<file path="src/rtl/pic8_pkg.sv">
// pic8_pkg: shared constants, types and helpers for the interrupt controller.
// Assumes a byte-wide bus and eight request lines.
package pic8_pkg;
    localparam int unsigned NLINES = 8;
    localparam int unsigned LVL_W  = $clog2(NLINES);
    localparam int unsigned DW     = 8;

    // bit positions inside the first setup word
    localparam int unsigned S1_INIT  = 4;
    localparam int unsigned S1_LEVEL = 3;
    localparam int unsigned S1_NOCAS = 1;
    localparam int unsigned S1_WANT4 = 0;
    // bit positions inside the mode word and status command
    localparam int unsigned S4_AUTO  = 1;
    localparam int unsigned OC_STAT  = 3;
    localparam int unsigned OC_RSVLD = 1;
    localparam int unsigned OC_RSISR = 0;
    localparam logic [2:0]  OC_SPEOI = 3'b011;

    typedef enum logic [2:0] {
        SEQ_IDLE,
        SEQ_BASE,
        SEQ_CASC,
        SEQ_MODE,
        SEQ_RUN
    } seq_t;

    // Lowest set index of v, with a found flag in the top bit.
    function automatic logic [LVL_W:0] first_set(input logic [NLINES-1:0] v);
        logic [LVL_W:0] r;
        r = '0;
        for (int i = NLINES - 1; i >= 0; i--) begin
            if (v[i]) r = {1'b1, LVL_W'(i)};
        end
        return r;
    endfunction

    // One-hot decode of a level number.
    function automatic logic [NLINES-1:0] lvl_bit(input logic [LVL_W-1:0] n);
        return NLINES'(1) << n;
    endfunction
endpackage

</file>
<file path="src/rtl/pic8_regif.sv">
// pic8_regif: bus decode, setup-word sequencer, mask register, read select
// and operation-command decode. Assumes single-cycle write strobes.
module pic8_regif
    import pic8_pkg::*;
(
    input  logic              clk,
    input  logic              rst_n,
    input  logic              cs_n,
    input  logic              a0,
    input  logic              rd_n,
    input  logic              wr_n,
    input  logic [DW-1:0]     din,
    input  logic [NLINES-1:0] irr,
    input  logic [NLINES-1:0] isr,
    input  logic              is_master,
    output logic [DW-1:0]     rd_data,
    output logic [NLINES-1:0] imr,
    output logic [DW-1:0]     vec_base,
    output logic              auto_eoi,
    output logic              lvl_mode,
    output logic              ready,
    output logic              init_pulse,
    output logic              eoi_pulse,
    output logic [LVL_W-1:0]  eoi_lvl,
    output logic [LVL_W-1:0]  cas_id
);
    seq_t             seq;
    logic             want4;
    logic             nocas;
    logic             rd_isr;
    logic [LVL_W-1:0] casc;
    logic             wr_cmd;
    logic             wr_dat;
    logic             stat_cmd;

    // decode of bus strobes into port writes
    always_comb begin
        wr_cmd     = !cs_n && !wr_n && !a0;
        wr_dat     = !cs_n && !wr_n &&  a0;
        init_pulse = wr_cmd && din[S1_INIT];
        stat_cmd   = wr_cmd && !din[S1_INIT] && din[OC_STAT];
        eoi_pulse  = wr_cmd && !din[S1_INIT] && !din[OC_STAT]
                     && (din[7:5] == OC_SPEOI);
        eoi_lvl    = din[LVL_W-1:0];
        ready      = (seq == SEQ_RUN);
        cas_id     = is_master ? '0 : casc;
    end

    // read multiplexer for both ports
    always_comb begin
        if (cs_n || rd_n)  rd_data = '0;
        else if (a0)       rd_data = imr;
        else if (rd_isr)   rd_data = isr;
        else               rd_data = irr;
    end

    // setup sequencer and configuration registers
    always_ff @(posedge clk) begin
        if (!rst_n) begin
            seq      <= SEQ_IDLE;
            imr      <= '1;
            vec_base <= '0;
            casc     <= '0;
            auto_eoi <= 1'b0;
            lvl_mode <= 1'b0;
            want4    <= 1'b0;
            nocas    <= 1'b0;
            rd_isr   <= 1'b0;
        end else if (init_pulse) begin
            seq      <= SEQ_BASE;
            lvl_mode <= din[S1_LEVEL];
            nocas    <= din[S1_NOCAS];
            want4    <= din[S1_WANT4];
            auto_eoi <= 1'b0;
            rd_isr   <= 1'b0;
        end else if (stat_cmd) begin
            if (din[OC_RSVLD]) rd_isr <= din[OC_RSISR];
        end else if (wr_dat) begin
            case (seq)
                SEQ_BASE: begin
                    vec_base <= din;
                    if (!nocas)     seq <= SEQ_CASC;
                    else if (want4) seq <= SEQ_MODE;
                    else            seq <= SEQ_RUN;
                end
                SEQ_CASC: begin
                    casc <= din[LVL_W-1:0];
                    seq  <= want4 ? SEQ_MODE : SEQ_RUN;
                end
                SEQ_MODE: begin
                    auto_eoi <= din[S4_AUTO];
                    seq      <= SEQ_RUN;
                end
                default: imr <= din;
            endcase
        end
    end

    // a data write outside the sequence lands in the mask
    a_r6_mask_load: assert property (@(posedge clk) disable iff (!rst_n)
        (wr_dat && (seq == SEQ_IDLE || seq == SEQ_RUN)) |=> (imr == $past(din)));

    // a status command without the select bit keeps the read choice
    a_r10_sel_hold: assert property (@(posedge clk) disable iff (!rst_n)
        (stat_cmd && !din[OC_RSVLD]) |=> $stable(rd_isr));

    // the first setup word always restarts the sequence
    a_r2_restart: assert property (@(posedge clk) disable iff (!rst_n)
        init_pulse |=> (seq == SEQ_BASE));
endmodule

</file>
<file path="src/rtl/pic8_irr.sv">
// pic8_irr: request register with edge or level capture.
// Assumes ir is synchronous to clk; ack_clr is one-hot or zero.
module pic8_irr
    import pic8_pkg::*;
(
    input  logic              clk,
    input  logic              rst_n,
    input  logic [NLINES-1:0] ir,
    input  logic              lvl_mode,
    input  logic              clr_all,
    input  logic [NLINES-1:0] ack_clr,
    output logic [NLINES-1:0] irr
);
    logic [NLINES-1:0] ir_prev;

    // per-line capture of requests
    always_ff @(posedge clk) begin
        if (!rst_n) begin
            irr     <= '0;
            ir_prev <= '0;
        end else begin
            ir_prev <= ir;
            if (clr_all)       irr <= '0;
            else if (lvl_mode) irr <= ir;
            else               irr <= (irr | (ir & ~ir_prev)) & ir & ~ack_clr;
        end
    end

    // a newly set request bit needs its input high the cycle before
    a_r4_needs_input: assert property (@(posedge clk) disable iff (!rst_n)
        ((irr & ~$past(irr) & ~$past(ir)) == '0));
endmodule

</file>
<file path="src/rtl/pic8_arb.sv">
// pic8_arb: fixed-priority resolution, in-service register, acknowledge
// and vector generation. Assumes ack is a single-cycle pulse.
module pic8_arb
    import pic8_pkg::*;
(
    input  logic              clk,
    input  logic              rst_n,
    input  logic [NLINES-1:0] irr,
    input  logic [NLINES-1:0] imr,
    input  logic              ready,
    input  logic              ack,
    input  logic              auto_eoi,
    input  logic [DW-1:0]     vec_base,
    input  logic              init_pulse,
    input  logic              eoi_pulse,
    input  logic [LVL_W-1:0]  eoi_lvl,
    output logic [NLINES-1:0] isr,
    output logic [NLINES-1:0] ack_clr,
    output logic              intr,
    output logic [DW-1:0]     vec,
    output logic              vec_vld
);
    localparam logic [LVL_W-1:0] SPUR_LVL = LVL_W'(NLINES - 1);

    logic [LVL_W:0]    p_sel;
    logic [LVL_W:0]    s_sel;
    logic              grant_ok;
    logic              ack_take;
    logic [LVL_W-1:0]  grant_lvl;
    logic [NLINES-1:0] isr_next;

    // priority resolution against the in-service levels
    always_comb begin
        p_sel     = first_set(irr & ~imr);
        s_sel     = first_set(isr);
        grant_ok  = ready && p_sel[LVL_W]
                    && (!s_sel[LVL_W] || (p_sel[LVL_W-1:0] < s_sel[LVL_W-1:0]));
        ack_take  = ack && grant_ok;
        grant_lvl = ack_take ? p_sel[LVL_W-1:0] : SPUR_LVL;
        ack_clr   = ack_take ? lvl_bit(p_sel[LVL_W-1:0]) : '0;
    end

    // next in-service value from retirement and grant
    always_comb begin
        isr_next = isr;
        if (eoi_pulse)            isr_next = isr_next & ~lvl_bit(eoi_lvl);
        if (ack_take && !auto_eoi) isr_next = isr_next | ack_clr;
        if (init_pulse)           isr_next = '0;
    end

    // registered state and outputs
    always_ff @(posedge clk) begin
        if (!rst_n) begin
            isr     <= '0;
            intr    <= 1'b0;
            vec     <= '0;
            vec_vld <= 1'b0;
        end else begin
            isr     <= isr_next;
            intr    <= grant_ok && !ack && !init_pulse;
            vec_vld <= ack;
            if (ack) vec <= vec_base + {{(DW-LVL_W){1'b0}}, grant_lvl};
        end
    end

    // no interrupt before setup completes
    a_r2_quiet: assert property (@(posedge clk) disable iff (!rst_n)
        !ready |-> !intr);

    // an in-service bit only appears after an acknowledge
    a_r8_set_by_ack: assert property (@(posedge clk) disable iff (!rst_n)
        ((isr & ~$past(isr)) != '0) |-> $past(ack));

    // at most one new in-service bit per cycle
    a_r8_one_new: assert property (@(posedge clk) disable iff (!rst_n)
        $onehot0(isr & ~$past(isr)));

    // automatic retirement sets nothing in service
    a_r11_auto: assert property (@(posedge clk) disable iff (!rst_n)
        $past(auto_eoi) |-> ((isr & ~$past(isr)) == '0));

    // specific retirement clears its level
    a_r9_eoi: assert property (@(posedge clk) disable iff (!rst_n)
        (eoi_pulse && !ack) |=> !isr[$past(eoi_lvl)]);

    // an unqualified acknowledge yields the lowest-priority vector
    a_r12_spurious: assert property (@(posedge clk) disable iff (!rst_n)
        (ack && !grant_ok) |=> (vec == $past(vec_base) + DW'(NLINES - 1)));

    // vector valid only right after an acknowledge
    a_r3_vld_after_ack: assert property (@(posedge clk) disable iff (!rst_n)
        vec_vld |-> $past(ack));
endmodule

</file>
<file path="src/rtl/pic8_core.sv">
// pic8_core: top of the eight-input interrupt controller. Ties together the
// bus/setup front end, the request register and the priority arbiter.
// Assumes all inputs are synchronous to clk.
module pic8_core
    import pic8_pkg::*;
(
    input  logic              clk,
    input  logic              rst_n,
    input  logic              cs_n,
    input  logic              a0,
    input  logic              rd_n,
    input  logic              wr_n,
    input  logic [DW-1:0]     din,
    output logic [DW-1:0]     dout,
    input  logic [NLINES-1:0] ir,
    input  logic              ack,
    input  logic              is_master,
    output logic              intr,
    output logic [DW-1:0]     vec,
    output logic              vec_vld,
    output logic [LVL_W-1:0]  cas_id
);
    logic [NLINES-1:0] irr;
    logic [NLINES-1:0] isr;
    logic [NLINES-1:0] imr;
    logic [NLINES-1:0] ack_clr;
    logic [DW-1:0]     vec_base;
    logic              auto_eoi;
    logic              lvl_mode;
    logic              ready;
    logic              init_pulse;
    logic              eoi_pulse;
    logic [LVL_W-1:0]  eoi_lvl;

    pic8_regif u_regif (
        .clk        (clk),
        .rst_n      (rst_n),
        .cs_n       (cs_n),
        .a0         (a0),
        .rd_n       (rd_n),
        .wr_n       (wr_n),
        .din        (din),
        .irr        (irr),
        .isr        (isr),
        .is_master  (is_master),
        .rd_data    (dout),
        .imr        (imr),
        .vec_base   (vec_base),
        .auto_eoi   (auto_eoi),
        .lvl_mode   (lvl_mode),
        .ready      (ready),
        .init_pulse (init_pulse),
        .eoi_pulse  (eoi_pulse),
        .eoi_lvl    (eoi_lvl),
        .cas_id     (cas_id)
    );

    pic8_irr u_irr (
        .clk      (clk),
        .rst_n    (rst_n),
        .ir       (ir),
        .lvl_mode (lvl_mode),
        .clr_all  (init_pulse),
        .ack_clr  (ack_clr),
        .irr      (irr)
    );

    pic8_arb u_arb (
        .clk        (clk),
        .rst_n      (rst_n),
        .irr        (irr),
        .imr        (imr),
        .ready      (ready),
        .ack        (ack),
        .auto_eoi   (auto_eoi),
        .vec_base   (vec_base),
        .init_pulse (init_pulse),
        .eoi_pulse  (eoi_pulse),
        .eoi_lvl    (eoi_lvl),
        .isr        (isr),
        .ack_clr    (ack_clr),
        .intr       (intr),
        .vec        (vec),
        .vec_vld    (vec_vld)
    );
endmodule

</file>
<file path="config.mk">
export PLATFORM = sky130hd
export DESIGN_NAME = pic8_core
export DESIGN_NICKNAME = d
export VERILOG_FILES = /design/src/rtl/pic8_pkg.sv /design/src/rtl/pic8_regif.sv /design/src/rtl/pic8_irr.sv /design/src/rtl/pic8_arb.sv /design/src/rtl/pic8_core.sv
export SDC_FILE = /design/constraint.sdc
export NUM_CORES = 1
export LEC_CHECK = 0
export CORE_ASPECT_RATIO = 1.2
export CORE_MARGIN = 3
export CORE_UTILIZATION = 40
export CTS_CLUSTER_DIAMETER = 80
export DETAILED_ROUTE_END_ITERATION = 8
export GPL_TIMING_DRIVEN = 0
export PLACE_DENSITY = 0.63
export SLEW_MARGIN = 10
export SYNTH_ARGS = -nofsm -noshare
export SYNTH_HDL_FRONTEND = slang
export SYNTH_HIERARCHICAL = 1
export SYNTH_SLANG_ARGS = --single-unit
</file>
<file path="constraint.sdc">
create_clock -name clk -period 3.75 [get_ports clk]
set_clock_uncertainty 0.2 [all_clocks]
set_input_delay 0.9375 -clock clk [delete_from_list [all_inputs] [get_ports clk]]
set_output_delay 0.9375 -clock clk [all_outputs]
set_load 0.05 [all_outputs]
</file>
==> results.yml <==
status:
  status: "finished, violations left"
  failed_checks: "setup timing"
power:
  pwr-share-clk_pct: 38.7
  peakVddDrop_mv: 0.199
  power.density_mw_per_mm2: 347
  seq_power_share_pct: 46.4
  power.leakage_nw: 1.63
  p_sw_share_pct: 27.8
  p_int_w: 0.00107
  p_sw_w: 0.000411
  total_power_w: 0.00148
  p_comb_share_pct: 14.9
critical_path:
  r2r-end: "u_arb/vec[6]"
  path_class: "flip-flop to flip-flop"
  startpoint_type: "flip-flop"
  endpoint_kind: "flip-flop"
  required_ps: 3750
  crit_fanout: 4
  r2r_cells: 19
  reg2reg_slack_ps: -130
  arrival_ps: 3880
  reg2reg_from: "u_irr/irr[6]"
clock_tree:
  cts_buffers: 9
  clkLatencyLatePin_ps: 340
  path_clk_slew_ps: 70
  clock-sinks: 61
  htree_levels: 3
  cts-root-buf: "clkbuf_8"
  clockBufferDepth: 2
  cts_tree: "yes"
synth:
  synth-seq-cells: 61
  async_flop_share_pct: 0
  synthesis.nets: 409
  ys_seq_area_share_pct: 36.8
  yosysWarnings: 6
  avgSynthCellArea_um2: 8.75
  synthCells: 379
  synth-edff-count: 0
  synth_cell_types: 67
  ys.flop_type: "dfxtp_1"
  syn_area_mm2: 0.00331
global_route:
  grt_pass1_wl_um: 15000
  antenna_found_initial: 0
  grt-ovfl-total: 0
  grt_pass1_vias: 3015
  grt_max_degree: 16
  track_usage_pct: 20.6
floorplan:
  die_area_mm2: 0.00942
  row_count: 35
  io_pins: 45
  dieWidth_um: 89.1
  core_mm2: 0.00788
  die_h_um: 106
  start_util_pct: 42.0
timing:
  fin_ws_ps: -130
  hold_violations: 0
  rsz0062_at_grt: "yes"
  slew_headroom_pct: 54.4
  finalCriticalPeriod_ps: 3880
  fmax_ghz: 0.258
  worst_slew_pin_slew_ps: 683
  min_period_over_period_pct: 103
  holdWs_ps: 289
  maxSlewViolCount: 0
  setup_viol: 4
worst_hold_path:
  hold_end: "u_regif/lvl_mode"
  hold_path_class: "flip-flop to flip-flop"
  hold_start: "u_regif/lvl_mode"
  hold_depth: 2
routing:
  ant_nets: 0
  first_iter_violations: 154
  drc_errors: 0
  viasPerCell: 5.56
  wl_um: 9400
  firstDrtPassIters: 4
  vias: 3018
  wl_per_cell_um: 17.3
final_layout:
  num-nets-final: 476
  fin_cells: 543
  drive_above_1_share_pct: 25.7
  area_growth_pct: 28.5
  diodes: 0
  fill_cells: 738
placed_design:
  place_worst_setup_slack_ps: -414
  port-buffer-count: 43
  dp_hpwl_um: 6650
  placed_cells: 514
  place.gp.congestion: 0.851
run:
  maxCapViolations: 0
==> power by group through the flow <==
stage,logic (W),registers (W),clock network [W]
5_1_grt,0.000238,0.000688,0.000611
6_report,0.000221,0.000686,0.000572
4_1_cts,0.000218,0.000686,0.000584
2_1_floorplan,0.000114,0.000711,0
3_3_place_gp,0.000205,0.000699,0
3_5_place_dp,0.000207,0.000700,0
==> synthesized netlist by cell type (9+ instances only) <==
cell type / number / area (um^2)
dfxtp_1: 61 / 1220
a21oi_1: 31 / 155
nor3_1: 12 / 60.1
mux2i_1: 11 / 110
nor2b_1: 9 / 56.3
o21ai_0: 18 / 90.1
nor2_1: 26 / 97.6
nand3_1: 28 / 140
inv_1: 16 / 60.1
nand2_1: 19 / 71.3
==> worst max-delay path by stage <==
stage | end | slack [ps] | depth (start not counted) | from
2_1_floorplan | u_arb/vec[7] | 70 | 19 | u_regif/imr[6]
3_3_place_gp | dout[6] | -350 | 5 | cs_n
3_5_place_dp | dout[6] | -410 | 5 | cs_n
4_1_cts | dout[5] | 20 | 5 | cs_n
5_1_grt | u_arb/vec[6] | -310 | 19 | u_irr/irr[6]
6_report | u_arb/vec[6] | -130 | 19 | u_irr/irr[6]
==> stage by stage <==
| step | instance area [um^2] | util (%) | TNS [ps] |
|---|---|---|---|
| finish | 4260 | 54.0 | -287 |
| floorplan | 3310 | - | 0 |
| detailed placement | 3860 | 49.0 | -4420 |
| global placement | 3860 | 49.0 | -3910 |
| global route | 4260 | 54.0 | -1120 |
| CTS | 4180 | 53.1 | 0 |
==> cell usage in the layout (no fill, tap or decap), drive strengths merged, types with 2 or more instances in the layout <==
| master | instances |
|---|---|
| dfxtp | 61 |
| clkdlybuf4s50 | 35 |
| buf | 33 |
| a21oi | 32 |
| nand3 | 28 |
| nor2 | 27 |
| o21ai | 26 |
| nand2 | 21 |
| clkbuf | 17 |
| inv | 16 |
| nor3 | 13 |
| mux2i | 11 |
| and2 | 10 |
| nand2b | 10 |
| nor2b | 10 |
| o31ai | 8 |
| o211a | 8 |
| mux2 | 8 |
| a211oi | 8 |
| clkinv | 7 |
| o211ai | 6 |
| or2b | 6 |
| ha | 5 |
| xnor2 | 4 |
| or3 | 3 |
| o311ai | 3 |
| a221oi | 2 |
| or2 | 2 |
| xor2 | 2 |
| or4 | 2 |
| nand3b | 2 |
| nor3b | 2 |
| nor4 | 2 |
| and2b | 2 |
| o21bai | 2 |
| or4b | 2 |
==> metal layers <==
layer	track usage [%]	share of wire, %	vias to the layer above
met5	0	0	-
met4	10.9	4.9	0
met3	3.44	4.5	29
met2	33.2	49	70
met1	25.6	42	1417
li1	-	-	1502
==> registers in the layout (all words and copies together), names as in the netlist, 3 cells and up <==
name,flops
u_arb/vec,8
u_regif/seq,3
u_regif/imr,8
u_irr/irr,8
u_arb/isr,8
u_regif/casc,3
u_regif/vec_base,8
u_irr/ir_prev,8
==> what timing repair did <==
action / 4_1_cts / 5_1_grt
resized for setup: 41 / 36
hold buffers: 0 / 0
endpoints found under the hold margin: 0 / 0
setup buffers: 8 / 5
endpoints found under the setup margin: 14 / 13
pin swaps: 11 / 24
==> area by class of cell <==
type,instances,area [um^2],share of cell area [%]
timing repair buffer,56,488,11.5
clock buffer,9,124,2.91
buffer,20,133,3.11
multi-input combinational,280,2020,47.5
clock inverter,7,66.3,1.56
sequential,61,1230,28.9
tap,92,115,2.70
inverter,18,80.1,1.88
==> kinds of logic (layout without fill, tap and decap cells) <==
family,count (synthesis),in the layout,share of synthesized area [%]
buf+inv,38,110,6.42
xor+xnor,6,6,1.59
compound gates,103,103,20.6
mux,19,19,6.04
fa+ha+maj,6,6,2.49
simple gates,146,146,26.0
flops,61,61,36.8
==> worst max-delay path, cell delays in order (launching register included) <==
cell and delay [ps]:
dfxtp_4 360, and2b_2 230, nor2_4 130, nand3_4 110, nand2_4 80, inv_2 40
ha_4 210, a211oi_2 220, o21ai_1 110, a211oi_2 290, o21bai_2 110, buf_6 130
or3_4 400, buf_4 150, fa_2 350, a21oi_2 180, nor2b_2 70, nand3_1 80
xor2_1 190, a211oi_2 90
(Power assumes the default switching activity.)
